## src/rtl/mts_i2c_pkg.sv

```systemverilog
package mts_i2c_pkg;

  typedef enum logic [3:0] {
    ST_IDLE,
    ST_ADDR,
    ST_AACK_SET,
    ST_AACK_END,
    ST_WDATA,
    ST_WACK_SET,
    ST_WACK_END,
    ST_RDATA,
    ST_RREL,
    ST_RMACK,
    ST_IGNORE
  } slave_state_e;

endpackage

```

## src/rtl/mts_i2c_sync_bit.sv

```systemverilog
module mts_i2c_sync_bit #(
  parameter int   STAGES  = 2,
  parameter logic RST_VAL = 1'b1
) (
  input  logic clk,
  input  logic rst_n,
  input  logic d_async,
  output logic q_lvl,
  output logic q_prev
);

  logic [STAGES-1:0] chain_q;
  logic              prev_q;

  always_ff @(posedge clk or negedge rst_n) begin
    if (!rst_n) begin
      chain_q <= {STAGES{RST_VAL}};
      prev_q  <= RST_VAL;
    end else begin
      chain_q <= {chain_q[STAGES-2:0], d_async};
      prev_q  <= chain_q[STAGES-1];
    end
  end

  assign q_lvl  = chain_q[STAGES-1];
  assign q_prev = prev_q;

endmodule

```

## src/rtl/mts_i2c_linecond.sv

```systemverilog
module mts_i2c_linecond (
  input  logic scl_lvl,
  input  logic scl_prev,
  input  logic sda_lvl,
  input  logic sda_prev,
  output logic scl_rise,
  output logic scl_fall,
  output logic start_det,
  output logic stop_det
);

  logic scl_steady_hi;

  always_comb begin
    scl_steady_hi = scl_lvl & scl_prev;
    scl_rise      = scl_lvl & ~scl_prev;
    scl_fall      = ~scl_lvl & scl_prev;
    start_det     = scl_steady_hi & sda_prev & ~sda_lvl;
    stop_det      = scl_steady_hi & ~sda_prev & sda_lvl;
  end

endmodule

```

## src/rtl/mts_i2c_fsm.sv

```systemverilog
module mts_i2c_fsm
  import mts_i2c_pkg::*;
#(
  parameter int                DATA_W   = 8,
  parameter logic [DATA_W-2:0] DEV_ADDR = 7'b1000000
) (
  input  logic              clk,
  input  logic              rst_n,
  input  logic              scl_rise,
  input  logic              scl_fall,
  input  logic              start_det,
  input  logic              stop_det,
  input  logic              sda_lvl,
  input  logic              stereo_i,
  input  logic              dual_i,
  output logic              sda_pull_o,
  output logic [DATA_W-1:0] ctl_o
);

  localparam int              CNT_W = $clog2(DATA_W);
  localparam logic [CNT_W-1:0] LAST = CNT_W'(DATA_W - 1);

  slave_state_e      state_q, state_d;
  logic [CNT_W-1:0]  bit_cnt_q, bit_cnt_d;
  logic [DATA_W-2:0] shift_q, shift_d;
  logic [DATA_W-1:0] tx_q, tx_d;
  logic [DATA_W-1:0] ctl_q;
  logic [DATA_W-1:0] rx_byte;
  logic [DATA_W-1:0] status_byte;
  logic              rw_q, rw_d;
  logic              sda_pull_q, sda_pull_d;
  logic              ctl_en;

  assign status_byte = {stereo_i, dual_i, {(DATA_W-2){1'b0}}};
  assign rx_byte     = {shift_q, sda_lvl};

  always_comb begin
    state_d    = state_q;
    bit_cnt_d  = bit_cnt_q;
    shift_d    = shift_q;
    tx_d       = tx_q;
    rw_d       = rw_q;
    sda_pull_d = sda_pull_q;
    ctl_en     = 1'b0;
    if (stop_det) begin
      state_d    = ST_IDLE;
      sda_pull_d = 1'b0;
    end else if (start_det) begin
      state_d    = ST_ADDR;
      bit_cnt_d  = '0;
      sda_pull_d = 1'b0;
    end else begin
      unique case (state_q)
        ST_ADDR: if (scl_rise) begin
          shift_d   = rx_byte[DATA_W-2:0];
          bit_cnt_d = bit_cnt_q + 1'b1;
          if (bit_cnt_q == LAST) begin
            bit_cnt_d = '0;
            rw_d      = sda_lvl;
            state_d   = (shift_q == DEV_ADDR) ? ST_AACK_SET : ST_IGNORE;
          end
        end
        ST_AACK_SET: if (scl_fall) begin
          sda_pull_d = 1'b1;
          state_d    = ST_AACK_END;
        end
        ST_AACK_END: if (scl_fall) begin
          bit_cnt_d = '0;
          if (rw_q) begin
            tx_d       = status_byte;
            sda_pull_d = ~status_byte[DATA_W-1];
            state_d    = ST_RDATA;
          end else begin
            sda_pull_d = 1'b0;
            state_d    = ST_WDATA;
          end
        end
        ST_WDATA: if (scl_rise) begin
          shift_d   = rx_byte[DATA_W-2:0];
          bit_cnt_d = bit_cnt_q + 1'b1;
          if (bit_cnt_q == LAST) begin
            bit_cnt_d = '0;
            ctl_en    = 1'b1;
            state_d   = ST_WACK_SET;
          end
        end
        ST_WACK_SET: if (scl_fall) begin
          sda_pull_d = 1'b1;
          state_d    = ST_WACK_END;
        end
        ST_WACK_END: if (scl_fall) begin
          sda_pull_d = 1'b0;
          state_d    = ST_IGNORE;
        end
        ST_RDATA: begin
          if (scl_rise) begin
            bit_cnt_d = bit_cnt_q + 1'b1;
            if (bit_cnt_q == LAST) begin
              bit_cnt_d = '0;
              state_d   = ST_RREL;
            end
          end else if (scl_fall) begin
            tx_d       = tx_q << 1;
            sda_pull_d = ~tx_q[DATA_W-2];
          end
        end
        ST_RREL: if (scl_fall) begin
          sda_pull_d = 1'b0;
          state_d    = ST_RMACK;
        end
        ST_RMACK: if (scl_rise) begin
          state_d = ST_IGNORE;
        end
        default: ;
      endcase
    end
  end

  always_ff @(posedge clk or negedge rst_n) begin
    if (!rst_n) begin
      state_q    <= ST_IDLE;
      bit_cnt_q  <= '0;
      shift_q    <= '0;
      tx_q       <= '0;
      rw_q       <= 1'b0;
      sda_pull_q <= 1'b0;
    end else begin
      state_q    <= state_d;
      bit_cnt_q  <= bit_cnt_d;
      shift_q    <= shift_d;
      tx_q       <= tx_d;
      rw_q       <= rw_d;
      sda_pull_q <= sda_pull_d;
    end
  end

  always_ff @(posedge clk or negedge rst_n) begin
    if (!rst_n) begin
      ctl_q <= '0;
    end else if (ctl_en) begin
      ctl_q <= rx_byte;
    end
  end

  assign sda_pull_o = sda_pull_q;
  assign ctl_o      = ctl_q;

  // a START always lands in address reception
  assert_start_restarts_R1: assert property (@(posedge clk) disable iff (!rst_n)
    start_det |=> (state_q == ST_ADDR));

  // a STOP always ends in idle with the line released
  assert_stop_releases_R1: assert property (@(posedge clk) disable iff (!rst_n)
    stop_det |=> (state_q == ST_IDLE && !sda_pull_q));

  // the SDA drive moves only after SCL falls or a bus condition
  assert_drive_on_fall_R2: assert property (@(posedge clk) disable iff (!rst_n)
    !$stable(sda_pull_q) |-> $past(scl_fall || start_det || stop_det));

  // the control register moves only on the last data bit of a write
  assert_ctl_full_byte_R5: assert property (@(posedge clk) disable iff (!rst_n)
    !$stable(ctl_q) |-> $past(state_q == ST_WDATA && scl_rise && bit_cnt_q == LAST
                              && !start_det && !stop_det));

  // a foreign address leads to the ignore state
  assert_foreign_addr_ignored_R3: assert property (@(posedge clk) disable iff (!rst_n)
    (state_q == ST_ADDR && scl_rise && !start_det && !stop_det && bit_cnt_q == LAST
     && shift_q != DEV_ADDR) |=> (state_q == ST_IGNORE));

  // the first read bit on the line is the stereo flag
  assert_read_msb_stereo_R6: assert property (@(posedge clk) disable iff (!rst_n)
    (state_q == ST_AACK_END && scl_fall && rw_q && !start_det && !stop_det)
    |=> (sda_pull_q == !$past(stereo_i)));

endmodule

```

## src/rtl/mts_i2c_ctrl_slave.sv

```systemverilog
module mts_i2c_ctrl_slave #(
  parameter int         DATA_W      = 8,
  parameter int         SYNC_STAGES = 2,
  parameter logic [6:0] DEV_ADDR    = 7'b1000000
) (
  input  logic              clk,
  input  logic              rst_n,
  input  logic              scl_pad_i,
  input  logic              sda_pad_i,
  input  logic              stereo_flag_i,
  input  logic              dual_lang_flag_i,
  output logic              sda_drive_low_o,
  output logic [DATA_W-1:0] ctrl_byte_o
);

  localparam int LINES = 2;
  localparam int RST_STAGES = 2;

  logic [RST_STAGES-1:0] rst_pipe_q;
  logic                  rst_int_n;
  logic [LINES-1:0]      pad_w, lvl_w, prev_w;
  logic                  scl_rise, scl_fall, start_det, stop_det;

  always_ff @(posedge clk or negedge rst_n) begin
    if (!rst_n) begin
      rst_pipe_q <= '0;
    end else begin
      rst_pipe_q <= {rst_pipe_q[RST_STAGES-2:0], 1'b1};
    end
  end
  assign rst_int_n = rst_pipe_q[RST_STAGES-1];

  assign pad_w = {sda_pad_i, scl_pad_i};

  for (genvar g = 0; g < LINES; g++) begin : g_line
    mts_i2c_sync_bit #(
      .STAGES  (SYNC_STAGES),
      .RST_VAL (1'b1)
    ) u_sync (
      .clk     (clk),
      .rst_n   (rst_int_n),
      .d_async (pad_w[g]),
      .q_lvl   (lvl_w[g]),
      .q_prev  (prev_w[g])
    );
  end

  mts_i2c_linecond u_cond (
    .scl_lvl   (lvl_w[0]),
    .scl_prev  (prev_w[0]),
    .sda_lvl   (lvl_w[1]),
    .sda_prev  (prev_w[1]),
    .scl_rise  (scl_rise),
    .scl_fall  (scl_fall),
    .start_det (start_det),
    .stop_det  (stop_det)
  );

  mts_i2c_fsm #(
    .DATA_W   (DATA_W),
    .DEV_ADDR (DEV_ADDR)
  ) u_fsm (
    .clk        (clk),
    .rst_n      (rst_int_n),
    .scl_rise   (scl_rise),
    .scl_fall   (scl_fall),
    .start_det  (start_det),
    .stop_det   (stop_det),
    .sda_lvl    (lvl_w[1]),
    .stereo_i   (stereo_flag_i),
    .dual_i     (dual_lang_flag_i),
    .sda_pull_o (sda_drive_low_o),
    .ctl_o      (ctrl_byte_o)
  );

endmodule

```

## config.mk

```make
export PLATFORM = sky130hd
export DESIGN_NAME = mts_i2c_ctrl_slave
export DESIGN_NICKNAME = d
export VERILOG_FILES = /design/src/rtl/mts_i2c_pkg.sv /design/src/rtl/mts_i2c_sync_bit.sv /design/src/rtl/mts_i2c_linecond.sv /design/src/rtl/mts_i2c_fsm.sv /design/src/rtl/mts_i2c_ctrl_slave.sv
export SDC_FILE = /design/constraint.sdc
export NUM_CORES = 1
export LEC_CHECK = 0
export CAP_MARGIN = 15
export CELL_PAD_IN_SITES_DETAIL_PLACEMENT = 1
export CELL_PAD_IN_SITES_GLOBAL_PLACEMENT = 2
export CORE_MARGIN = 2
export CORE_UTILIZATION = 34
export DETAILED_ROUTE_END_ITERATION = 8
export GPL_TIMING_DRIVEN = 0
export HOLD_SLACK_MARGIN = 0.12
export PLACE_DENSITY = 0.77
export SYNTH_ARGS = -nofsm -noshare
export SYNTH_HDL_FRONTEND = slang
export SYNTH_SLANG_ARGS = --single-unit
```

## constraint.sdc

```tcl
create_clock -name clk -period 1.1 [get_ports clk]
set_clock_uncertainty 0.2 [all_clocks]
set_input_delay 0.275 -clock clk [delete_from_list [all_inputs] [get_ports clk]]
set_output_delay 0.275 -clock clk [all_outputs]
set_load 0.1 [all_outputs]
```

==> Yosys cells after proc, flatten, opt, wreduce, memory -nomap -nowiden <==
Index checks and enable logic that the tools add are counted.
{ "totals": {"n_memories": 0, "mem_bits_ro": 0, "latchBits": 0, "elab_cells": 116, "register_bits": 39, "ram_bits": 0} }
{ "classes": {"bitwise": 15, "multipliers": 0, "n_eq_ne": 33, "reduce_logical": 14, "magnitude_cmp": 0, "addsub": 1, "shift": 0, "muxes": 41, "n_div": 0} }
{ "ops": {"columns": ["cell", "count"], "rows": [
  ["$mux W4", 15],
  ["$ne A4 B4 Y1 const B", 11],
  ["$pmux W4 S9", 1],
  ["$mux W7", 4],
  ["$eq A4 B3 Y1 const B", 4],
  ["$pmux W7 S2", 1],
  ["$mux W1", 13],
  ["$reduce_and A13 Y1", 1],
  ["$mux W3", 4],
  ["$ne A4 B3 Y1 const B", 3],
  ["$reduce_bool A11 Y1", 1],
  ["$eq A4 B2 Y1 const B", 2],
  ["$eq A4 B4 Y1 const B", 2],
  ["$ne A4 B1 Y1 const B", 2],
  ["$not A1 Y1", 8],
  ["$reduce_and A4 Y1", 2],
  ["$and A1 B1 Y1", 7],
  ["$eq A7 B7 Y1 const B", 1],
  ["$reduce_and A7 Y1", 1],
  ["$ne A2 B2 Y1 const B", 3],
  ["$pmux W3 S2", 1],
  ["$reduce_and A6 Y1", 1],
  ["$reduce_bool A6 Y1", 1],
  ["$reduce_or A2 Y1", 3],
  ["other kinds (12)", 12]
]} }

==> Longest topological paths before layout <==
Gate-level depths: netlist (run 1).
{ "logic_depth": {"word_depth": 7, "depth_mapped": 7, "mapped_depth_nobuf": 7} }

==> By module <==
A second synthesis (run 1) with hierarchy kept.
{ "hier_totals": {"cells_unflattened": 166, "area_unflattened_um2": 1741.7} }
{ "by_module_without_submodules": {"columns": ["mod", "seq_area_each_um2", "cells_each", "n_inst", "area_per_inst_um2"], "rows": [
  ["mts_i2c_fsm", 625.6, 153, 1, 1497.7],
  ["mts_i2c_sync_bit", 78.8, 3, 2, 78.8],
  ["mts_i2c_ctrl_slave", 50.0, 3, 1, 53.8],
  ["mts_i2c_linecond", 0.0, 4, 1, 32.5]
]} }

==> Worst setup path before layout (run 1) <==
No wires, ideal clock.
{ "synth_timing": {"kind": "register to register", "from": "reg u_fsm.bit_cnt_q[0]", "to": "reg u_fsm.state_q[3]", "stages_incl_launch_ff": 8, "setup_time_ns": 0.123, "arrival_time_ns": 1.641, "path_buffers": 0, "path_slack_ns": -0.864, "cell_sequence": "dfrtp_1 ha_1 ha_1 and3b_1 a2111o_1 o41ai_2 nor2_1 o221a_1"} }
{ "synth_via": {"elab_chain_len": 3, "elab_cells_between_ends": 5, "classes_between": "eq/ne: 4; reduce/logical: 1"} }
{ "synth_rtl": {"columns": ["element", "line_no", "rtl"], "rows": [
  ["start: declaration", "mts_i2c_fsm.sv:24", "logic [CNT_W-1:0] bit_cnt_q, bit_cnt_d;"],
  ["start signal: assignment", "mts_i2c_fsm.sv:129", "bit_cnt_q <= bit_cnt_d;"],
  ["$eq A3 B3 Y1 (*)", "mts_i2c_fsm.sv:57, mts_i2c_fsm.sv:81, mts_i2c_fsm.sv:98", null],
  ["$ne A4 B3 Y1 (no line)", null, null],
  ["$reduce_and A13 Y1 (no line) (*)", null, null],
  ["end signal: assignment", "mts_i2c_fsm.sv:128", "state_q <= state_d;"],
  ["end: declaration", "mts_i2c_fsm.sv:23", "slave_state_e state_q, state_d;"]
]} }
Every way passes the cells marked *; elsewhere a longest branch is shown, timed or not.
A chain may end at the register's enable or synchronous reset.

==> Worst setup path in the final report (run 1) <==
{ "layout_timing": {"from": "reg g_line[0].u_sync.chain_q[1]", "to": "reg u_fsm.state_q[3]"} }
{ "layout_via": {"elab_chain_len": 5, "elab_cells_between_ends": 24, "classes_between": "eq/ne: 12; mux: 2; bitwise: 8; reduce/logical: 2"} }
{ "layout_rtl": {"columns": ["element", "line_no", "rtl"], "rows": [
  ["start: declaration", "mts_i2c_sync_bit.sv:12", "logic [STAGES-1:0] chain_q;"],
  ["start signal: assignment", "mts_i2c_sync_bit.sv:17", "chain_q <= {STAGES{RST_VAL}};"],
  ["start signal: assignment", "mts_i2c_sync_bit.sv:20", "chain_q <= {chain_q[STAGES-2:0], d_async};"],
  ["$and A1 B1 Y1", "mts_i2c_linecond.sv:15", "scl_steady_hi = scl_lvl & scl_prev;"],
  ["$and A1 B1 Y1, on equally long branches (2 in series)", "mts_i2c_linecond.sv:18, mts_i2c_linecond.sv:19", null],
  ["$reduce_bool A11 Y1 (no line), or another cell as far along", null, null],
  ["$reduce_and A13 Y1 (no line) / $mux W4 (equally long branches)", null, null]
]} }
Several ways; a longest one is shown, not always the timed one.

==> results of run 1 <==
==> worst reg2reg max path: stages (launching register included) <==
cell,delay (ns)
sky130_fd_sc_hd__dfstp_2,0.60
sky130_fd_sc_hd__buf_6,0.13
sky130_fd_sc_hd__nand2b_4,0.14
sky130_fd_sc_hd__a21oi_4,0.06
sky130_fd_sc_hd__o41ai_4,0.47
sky130_fd_sc_hd__nor2_1,0.11
sky130_fd_sc_hd__o221a_1,0.26
==> power by group <==
group	internal [W]	switching (W)
registers	0.00147	0.000359
clock network	0.000509	0.000462
logic	0.00156	0.00151
==> cell families after synthesis <==
group	after synthesis	synth area share
adders and majority gates	2	0.0155
other	1	0.00232
muxes	19	0.131
AOI/OAI and AO/OA	27	0.120
xor gates and xnor gates	4	0.0216
buffers and inverters	9	0.0240
and+or+nand+nor	45	0.171
DFF	33	0.515
==> layout make-up <==
| type | count | area share |
|---|---|---|
| multi-input cells | 98 | 0.382 |
| flip-flops and latches | 33 | 0.333 |
| repair buffers | 45 | 0.198 |
| clock buffers | 7 | 0.0329 |
| well taps | 54 | 0.0257 |
| plain buffers | 4 | 0.0186 |
| inverters | 5 | 0.00715 |
| clock inverters | 1 | 0.00286 |
==> synth_stat cells, types with 3 or more instances <==
master                     count
sky130_fd_sc_hd__nand2_1       7
sky130_fd_sc_hd__dfstp_2       6
sky130_fd_sc_hd__mux2_1        9
sky130_fd_sc_hd__nand3_1       7
sky130_fd_sc_hd__mux2_2        9
sky130_fd_sc_hd__xor2_1        3
sky130_fd_sc_hd__nand2b_1      6
sky130_fd_sc_hd__nor2_1        5
sky130_fd_sc_hd__nor3_1        5
sky130_fd_sc_hd__o21ai_0       5
sky130_fd_sc_hd__dfrtp_1      27
sky130_fd_sc_hd__inv_1         5
sky130_fd_sc_hd__a21oi_1       7
sky130_fd_sc_hd__buf_2         4
sky130_fd_sc_hd__o21bai_1      4
==> metal layers <==
| metal | global-route usage | part of all wire | vias up |
|---|---|---|---|
| met2 | 0.320 | 0.52 | 23 |
| met4 | 0.0741 | 0.019 | 0 |
| met5 | 0 | 0 | - |
| met3 | 0.0387 | 0.030 | 9 |
| met1 | 0.228 | 0.43 | 711 |
| li1 | - | - | 604 |
==> how the worst min path moves through the flow <==
stage / startpoint / slack, ns / endpoint / cells after the start
CTS: rst_pipe_q[1]$_DFF_PN0_ / 0.09 / u_fsm.ctl_o[2]$_DFFE_PN0P_ / 0
finish: rst_pipe_q[1]$_DFF_PN0_ / 0.07 / u_fsm.ctl_o[2]$_DFFE_PN0P_ / 0
detailed placement: rst_pipe_q[0]$_DFF_PN0_ / 0.14 / rst_pipe_q[1]$_DFF_PN0_ / 0
floorplan: rst_n / -0.22 / rst_pipe_q[0]$_DFF_PN0_ / 0
global placement: rst_pipe_q[1]$_DFF_PN0_ / 0.13 / u_fsm.bit_cnt_q[2]$_DFFE_PN0P_ / 0
global route: rst_pipe_q[1]$_DFF_PN0_ / 0.10 / u_fsm.ctl_o[1]$_DFFE_PN0P_ / 0
==> sequential cells by signal (all words and copies together) (netlist names) <==
name / flops
u_fsm.tx_q: 1
u_fsm.rw_q: 1
u_fsm.sda_pull_o: 1
rst_pipe_q: 2
u_fsm.ctl_o: 8
u_fsm.state_q: 4
u_fsm.bit_cnt_q: 3
u_fsm.shift_q: 7
g_line.u_sync.q_prev: 2
g_line.u_sync.chain_q: 4
==> stage by stage <==
stage / utilization / total power (W)
finish: 0.563 / 0.00587
floorplan: - / 0.00328
global route: 0.563 / 0.00612
global placement: 0.427 / 0.00365
detailed placement: 0.427 / 0.00372
CTS: 0.527 / 0.00534
==> what timing repair did <==
item                                   in CTS  in global routing
buffers inserted                           18                 14
pin swaps                                   8                 13
resized for setup                         111                 23
setup endpoints to repair                  43                 34
endpoints found under the hold margin      27                 24
==> reports/qor_table.md, run 1 <==
| Quantity | Reported |
|:---|:---|
| Violations in the final reports | negative setup slack |
| Horiz. Die Dim | 73.0 µm |
| Count of port buffers added during placement | 14 |
| Clock tree sinks | 33 |
| Number of DRC violations after detailed routing | 0 |
| Most frequent cells in the layout | sky130_fd_sc_hd__buf_4, sky130_fd_sc_hd__mux2_4, sky130_fd_sc_hd__dfrtp_1, sky130_fd_sc_hd__buf_6 |
| Footprint of the flip-flops and latches | 876 µm² |
| Slack of the worst reg-to-reg path | -0.98 ns |
| Final count of pins violating max slew | 0 |
| Share of synthesized area occupied by flip-flops and latches | 0.515 |
| Flip-flop and latch count after synthesis | 33 |
| Maximum clock insertion buffer count | 2 |
| Leading cell type in the layout, fill and taps excluded | sky130_fd_sc_hd__buf_4 |
| Remaining global-route overflow | 0 |
| Core region area | 4660 µm² |
| Clock tree from TritonCTS | built |
| Number of enable flip-flop cells after synthesis | 0 |
| Die span in y | 73.0 µm |
| Prevailing post-synth register cell | sky130_fd_sc_hd__dfrtp_1 |
| Post-detail-place hpwl | 2640 µm |
| Count of max-cap constraint violations | 0 |
| Initial detailed-routing violation count | 53 |
| Hold violation total from the final report | 0 |
| Total number of cells along the worst setup path | 6 |
| Outcome | finished with violations |
| Pre-CTS WS | -1.01 ns |
| Clock latency reported for the late side of the worst-skew pair | 0.28 ns |
| Layout Cells excl Fill | 247 |
| Starting density of the core | 0.347 |
| Number of filler instances in the final layout | 472 |
| Average instance area after synthesis | 11.6 µm² |
| I/O pins | 15 |
| Standard-cell rows | 25 |
| Final setup fails | 35 |
| Routability congestion estimate from global placement | 0.814 |
| Critical-path cell with the highest stage delay | sky130_fd_sc_hd__dfstp_2 |
| R2R cell count | 6 |
| Area Growth Syn to Fin | 62.2% |
| Critical path cell sequence | buf_6 > nand2b_4 > a21oi_4 > o41ai_4 > nor2_1 > o221a_1 |
| Critical path buffers and inverters | 1 |
| Clock-pin transition on the worst setup and hold timing paths | 0.07 ns |
| Total via count after detailed routing | 1347 |
| Critical Path Sink | u_fsm.state_q[3]$_DFFE_PN0P_ |
| Cell types occupying the most area after synthesis | sky130_fd_sc_hd__dfrtp_1, sky130_fd_sc_hd__dfstp_2, sky130_fd_sc_hd__mux2_1 |
| Wire length per cell | 20.7 µm |
| Number of nets produced by synthesis | 148 |
| Largest net degree at the start of global routing | 32 |
| Via count normalized by instance count | 5.45 |
| Master cell of the clock root buffer | sky130_fd_sc_hd__clkbuf_8 |
| Footprint of the multi-input gates | 1000 µm² |
| Required time worst endpoint | 1.07 ns |
| Global router's overall resource usage | 0.187 |
| Async set-reset flop share out of synthesis | 1.00 |
| Worst r2r dst | u_fsm.state_q[3]$_DFFE_PN0P_ |
| Yosys warning total | 0 |
| Instance area after placement | 1990 µm² |
| Type of the setup path with the least slack | reg2reg |
| Share of the synthesized area in the top cell type | 0.417 |
| Antenna-violating nets left | 0 |
| Final-stage net count | 200 |
| Cell total after placement | 208 |
| Max Clock Freq | 0.481 GHz |
| Drt total wl | 5110 µm |
| Fraction of the cycle the final worst path needs | 1.89 |
| Count of cell types in the netlist | 41 |
| Library cell occupying the most area in the post-synthesis netlist | sky130_fd_sc_hd__dfrtp_1 |
| Wire length of the first global-routing pass | 7530 µm |
| H-tree depth | 2 |
| Number of global-route vias before repair | 1461 |
| Min cycle time layout | 2.08 ns |
| Critical path's largest stage delay | 0.60 ns |
| Cell Area, Synth | 1620 µm² |
| Diodes inserted | 0 |
| Kind of cell with the highest combined delay on the critical path | compound AO/OA/AOI/OAI gates |
| Launch point of the worst reg-to-reg path | g_line[0].u_sync.chain_q[1]$_DFF_PN1_ |
| Critical path peak fanout | 6 |
| Summed area of non-filler cells in the final layout | 2630 µm² |
| Arrival time of data at the critical path endpoint | 2.05 ns |
| Total die area | 5330 µm² |
| Max IR drop VDD | 1.24 mV |
| Unrepaired setup endpoints after global routing | yes |
| Final worst-path setup slack | -0.978 ns |
| CP startpoint kind | flop |
| Worst min-delay path category | reg2async |
| Power per cell area | 2240 nW/µm² |
| Setup TNS | -22.73 ns |
| Initial antenna violation count | 0 |
| Launching instance or port of the critical path | g_line[0].u_sync.chain_q[1]$_DFF_PN1_ |
| Final Hold Slack | 0.0689 ns |
| Post-synthesis instance total | 140 |
| Number of buffers added by the clock tree synthesis step | 5 |
| Lkg Pwr | 1.15 nW |
| Total of hold buffers inserted after clock tree synthesis | 1 |
| Share of layout cells above drive strength 1 | 0.611 |
| Setup crit end kind | flop |
| Router iterations before antenna repair | 4 |
Note: power is estimated with default switching activity, not from simulation.
==> inputs of run 2 (changes only) <==
CORE_UTILIZATION = 33   (was 34)
PLACE_DENSITY = 0.76   (was 0.77)
SYNTH_HIERARCHICAL = 1   (was unset)
==> reports/qor_table.md, run 2 <==
| Quantity | Reported |
|:---|:---|
| Critical path cell sequence | nor2b_4 > buf_6 > and3b_1 > o22ai_1 > or3b_4 > or2_4 > a311oi_2 |
| Number of DRC violations after detailed routing | 0 |
| Library cell occupying the most area in the post-synthesis netlist | sky130_fd_sc_hd__dfrtp_1 |
| Initial antenna violation count | 0 |
| Count of cell types in the netlist | 49 |
| Most frequent cell after synthesis | sky130_fd_sc_hd__dfrtp_1 |
| Setup TNS | -26.32 ns |
| Area Growth Syn to Fin | 52.0% |
| Final worst-path setup slack | -1.12 ns |
| Wire length of the first global-routing pass | 7650 µm |
| Die span in y | 76.7 µm |
| Hold violation total from the final report | 0 |
| Diodes inserted | 0 |
| Count of port buffers added during placement | 14 |
| Most frequent cells in the layout | sky130_fd_sc_hd__buf_4, sky130_fd_sc_hd__dfrtp_1, sky130_fd_sc_hd__dfrtp_4 |
| Critical path buffers and inverters | 1 |
| Max Clock Freq | 0.451 GHz |
| Starting density of the core | 0.341 |
| Number of flip-flops under the largest register name | 8 |
| Pre-CTS WS | -1.47 ns |
| Core region area | 5110 µm² |
| Layout Cells excl Fill | 280 |
| Initial detailed-routing violation count | 58 |
| Post-synthesis instance total | 166 |
| Critical-path cell with the highest stage delay | sky130_fd_sc_hd__dfstp_2 |
| Fraction of the cycle the final worst path needs | 2.01 |
| Share of the synthesized area in the top cell type | 0.388 |
| Unrepaired setup endpoints after global routing | yes |
| Required time worst endpoint | 1.09 ns |
| Via count normalized by instance count | 5.26 |
| Total die area | 5880 µm² |
| Maximum clock insertion buffer count | 2 |
| Largest net degree at the start of global routing | 32 |
| Wire length per cell | 17.7 µm |
| Clock tree sinks | 33 |
| Final Hold Slack | 0.0647 ns |
| Critical path peak fanout | 5 |
| Leading cell type in the layout, fill and taps excluded | sky130_fd_sc_hd__buf_4 |
| Average instance area after synthesis | 10.5 µm² |
| Clock latency reported for the late side of the worst-skew pair | 0.28 ns |
| Cell Area, Synth | 1740 µm² |
| Max IR drop VDD | 1.05 mV |
| Router iterations before antenna repair | 4 |
| Count of max-cap constraint violations | 0 |
| Post-detail-place hpwl | 2950 µm |
| Flip-flop and latch count after synthesis | 33 |
| Violations in the final reports | negative setup slack |
| Prevailing post-synth register cell | sky130_fd_sc_hd__dfrtp_1 |
| Remaining global-route overflow | 0 |
| I/O pins | 15 |
| Number of nets produced by synthesis | 174 |
| List of most frequent post-synthesis cells | sky130_fd_sc_hd__dfrtp_1, sky130_fd_sc_hd__mux2_2 |
| Final setup fails | 34 |
| Clock tree from TritonCTS | built |
| Global router's overall resource usage | 0.165 |
| Drt total wl | 4950 µm |
| H-tree depth | 2 |
| Number of filler instances in the final layout | 536 |
| Clock-pin transition on the worst setup and hold timing paths | 0.07 ns |
| Power per cell area | 2130 nW/µm² |
| Routability congestion estimate from global placement | 0.844 |
| Cell types occupying the most area after synthesis | sky130_fd_sc_hd__dfrtp_1, sky130_fd_sc_hd__mux2_2, sky130_fd_sc_hd__dfstp_2 |
| Number of enable flip-flop cells after synthesis | 0 |
| Number of buffers added by the clock tree synthesis step | 5 |
| Yosys warning total | 6 |
| Share of layout cells above drive strength 1 | 0.524 |
| Final count of pins violating max slew | 0 |
| Number of global-route vias before repair | 1512 |
| Kind of cell with the highest combined delay on the critical path | simple AND/OR/NAND/NOR gates |
| Total via count after detailed routing | 1473 |
| Arrival time of data at the critical path endpoint | 2.21 ns |
| Lkg Pwr | 1.12 nW |
| Final-stage net count | 217 |
| Master cell of the clock root buffer | sky130_fd_sc_hd__clkbuf_8 |
| Min cycle time layout | 2.22 ns |
| CP startpoint kind | flop |
| Outcome | finished with violations |
| Worst min-delay path category | reg2async |
| Async set-reset flop share out of synthesis | 1.00 |
| Standard-cell rows | 26 |
| Setup crit end kind | flop |
| Cell total after placement | 250 |
| Total of hold buffers inserted after clock tree synthesis | 1 |
| Type of the setup path with the least slack | reg2reg |
| Critical path's largest stage delay | 0.53 ns |
| Antenna-violating nets left | 0 |
| Share of synthesized area occupied by flip-flops and latches | 0.478 |
| Horiz. Die Dim | 76.7 µm |
[run 2: cell count changes in the layout (fill, tap and decap cells not counted), moves of 4 or more]
cell / before / now
sky130_fd_sc_hd__buf_6: 12 / 8
sky130_fd_sc_hd__dfrtp_1: 13 / 17
sky130_fd_sc_hd__dfrtp_2: 4 / 0
sky130_fd_sc_hd__inv_1: 5 / 9
sky130_fd_sc_hd__mux2_2: 0 / 6
sky130_fd_sc_hd__mux2_4: 17 / 9
sky130_fd_sc_hd__nand3_2: 4 / 0
sky130_fd_sc_hd__nor2_1: 2 / 7
sky130_fd_sc_hd__nor2b_1: 0 / 4
sky130_fd_sc_hd__o21ai_0: 1 / 7
sky130_fd_sc_hd__o21bai_1: 4 / 0
[run 2: repair_timing]
action	4_1_cts	5_1_grt
setup buffers	11	11
cloned	0	0
gates resized for setup	108	27
setup endpoints to repair	34	43
hold endpoints to repair	2	25
pin swaps	8	8
[run 2: logic make-up after synthesis]
kind of cell    Yosys count  share of synthesized area
simple gates             55                      0.191
mux                      18                      0.114
xor+xnor                  2                     0.0101
fa+ha+maj                 2                     0.0144
compound gates           35                      0.130
other cells               1                    0.00215
buf+inv                  20                     0.0596
flops                    33                      0.478
[run 2: cell type report]
cell class                 count  area, µm²  share of cell area
multi-input combinational    113       1020               0.384
sequential                    33        871               0.329
timing repair buffer          37        420               0.159
buffer                        10        103              0.0388
tap                           70       87.6              0.0331
clock buffer                   7       86.3              0.0326
inverter                       9       33.8              0.0128
clock inverter                 1       30.0              0.0113
[run 2: through the flow]
step	utilization	cell area [µm²]	power (W)
6_report	0.518	2650	0.00565
2_1_floorplan	-	1830	0.00328
4_1_cts	0.482	2460	0.00534
3_3_place_gp	0.402	2050	0.00370
3_5_place_dp	0.402	2050	0.00377
5_1_grt	0.518	2650	0.00601
[run 2: final timing paths]
| path | start | end | slack, ns | cells after the start |
|---|---|---|---|---|
| max | g_line[0].u_sync/chain_q[1]$_DFF_PN1_ | u_fsm/state_q[0]$_DFFE_PN0P_ | -1.12 | 7 |
| min | rst_pipe_q[1]$_DFF_PN0_ | u_fsm/ctl_o[1]$_DFFE_PN0P_ | 0.06 | 0 |
| max reg2reg | g_line[0].u_sync/chain_q[1]$_DFF_PN1_ | u_fsm/state_q[0]$_DFFE_PN0P_ | -1.12 | 7 |
| min reg2reg | rst_pipe_q[1]$_DFF_PN0_ | u_fsm/ctl_o[1]$_DFFE_PN0P_ | 0.06 | 0 |
| max in group asynchronous | rst_n | rst_pipe_q[1]$_DFF_PN0_ | 0.07 | 2 |
| min in group clk | g_line[1].u_sync/chain_q[0]$_DFF_PN1_ | g_line[1].u_sync/chain_q[1]$_DFF_PN1_ | 0.16 | 0 |
[run 2: power by group]
part           leakage (nW)  total [W]  switching [W]  internal (W)
clock network        0.0585    0.00116       0.000422      0.000738
registers             0.401    0.00168       0.000210       0.00147
logic                 0.664    0.00281        0.00149       0.00132
total                  1.12    0.00565        0.00212       0.00352
[run 2: routing by layer]
layer,vias to the layer above,part of all wire,track usage
li1,684,-,-
met1,753,0.45,0.218
met2,31,0.51,0.267
met3,5,0.031,0.0388
met4,0,0.0081,0.0582
met5,-,0,0
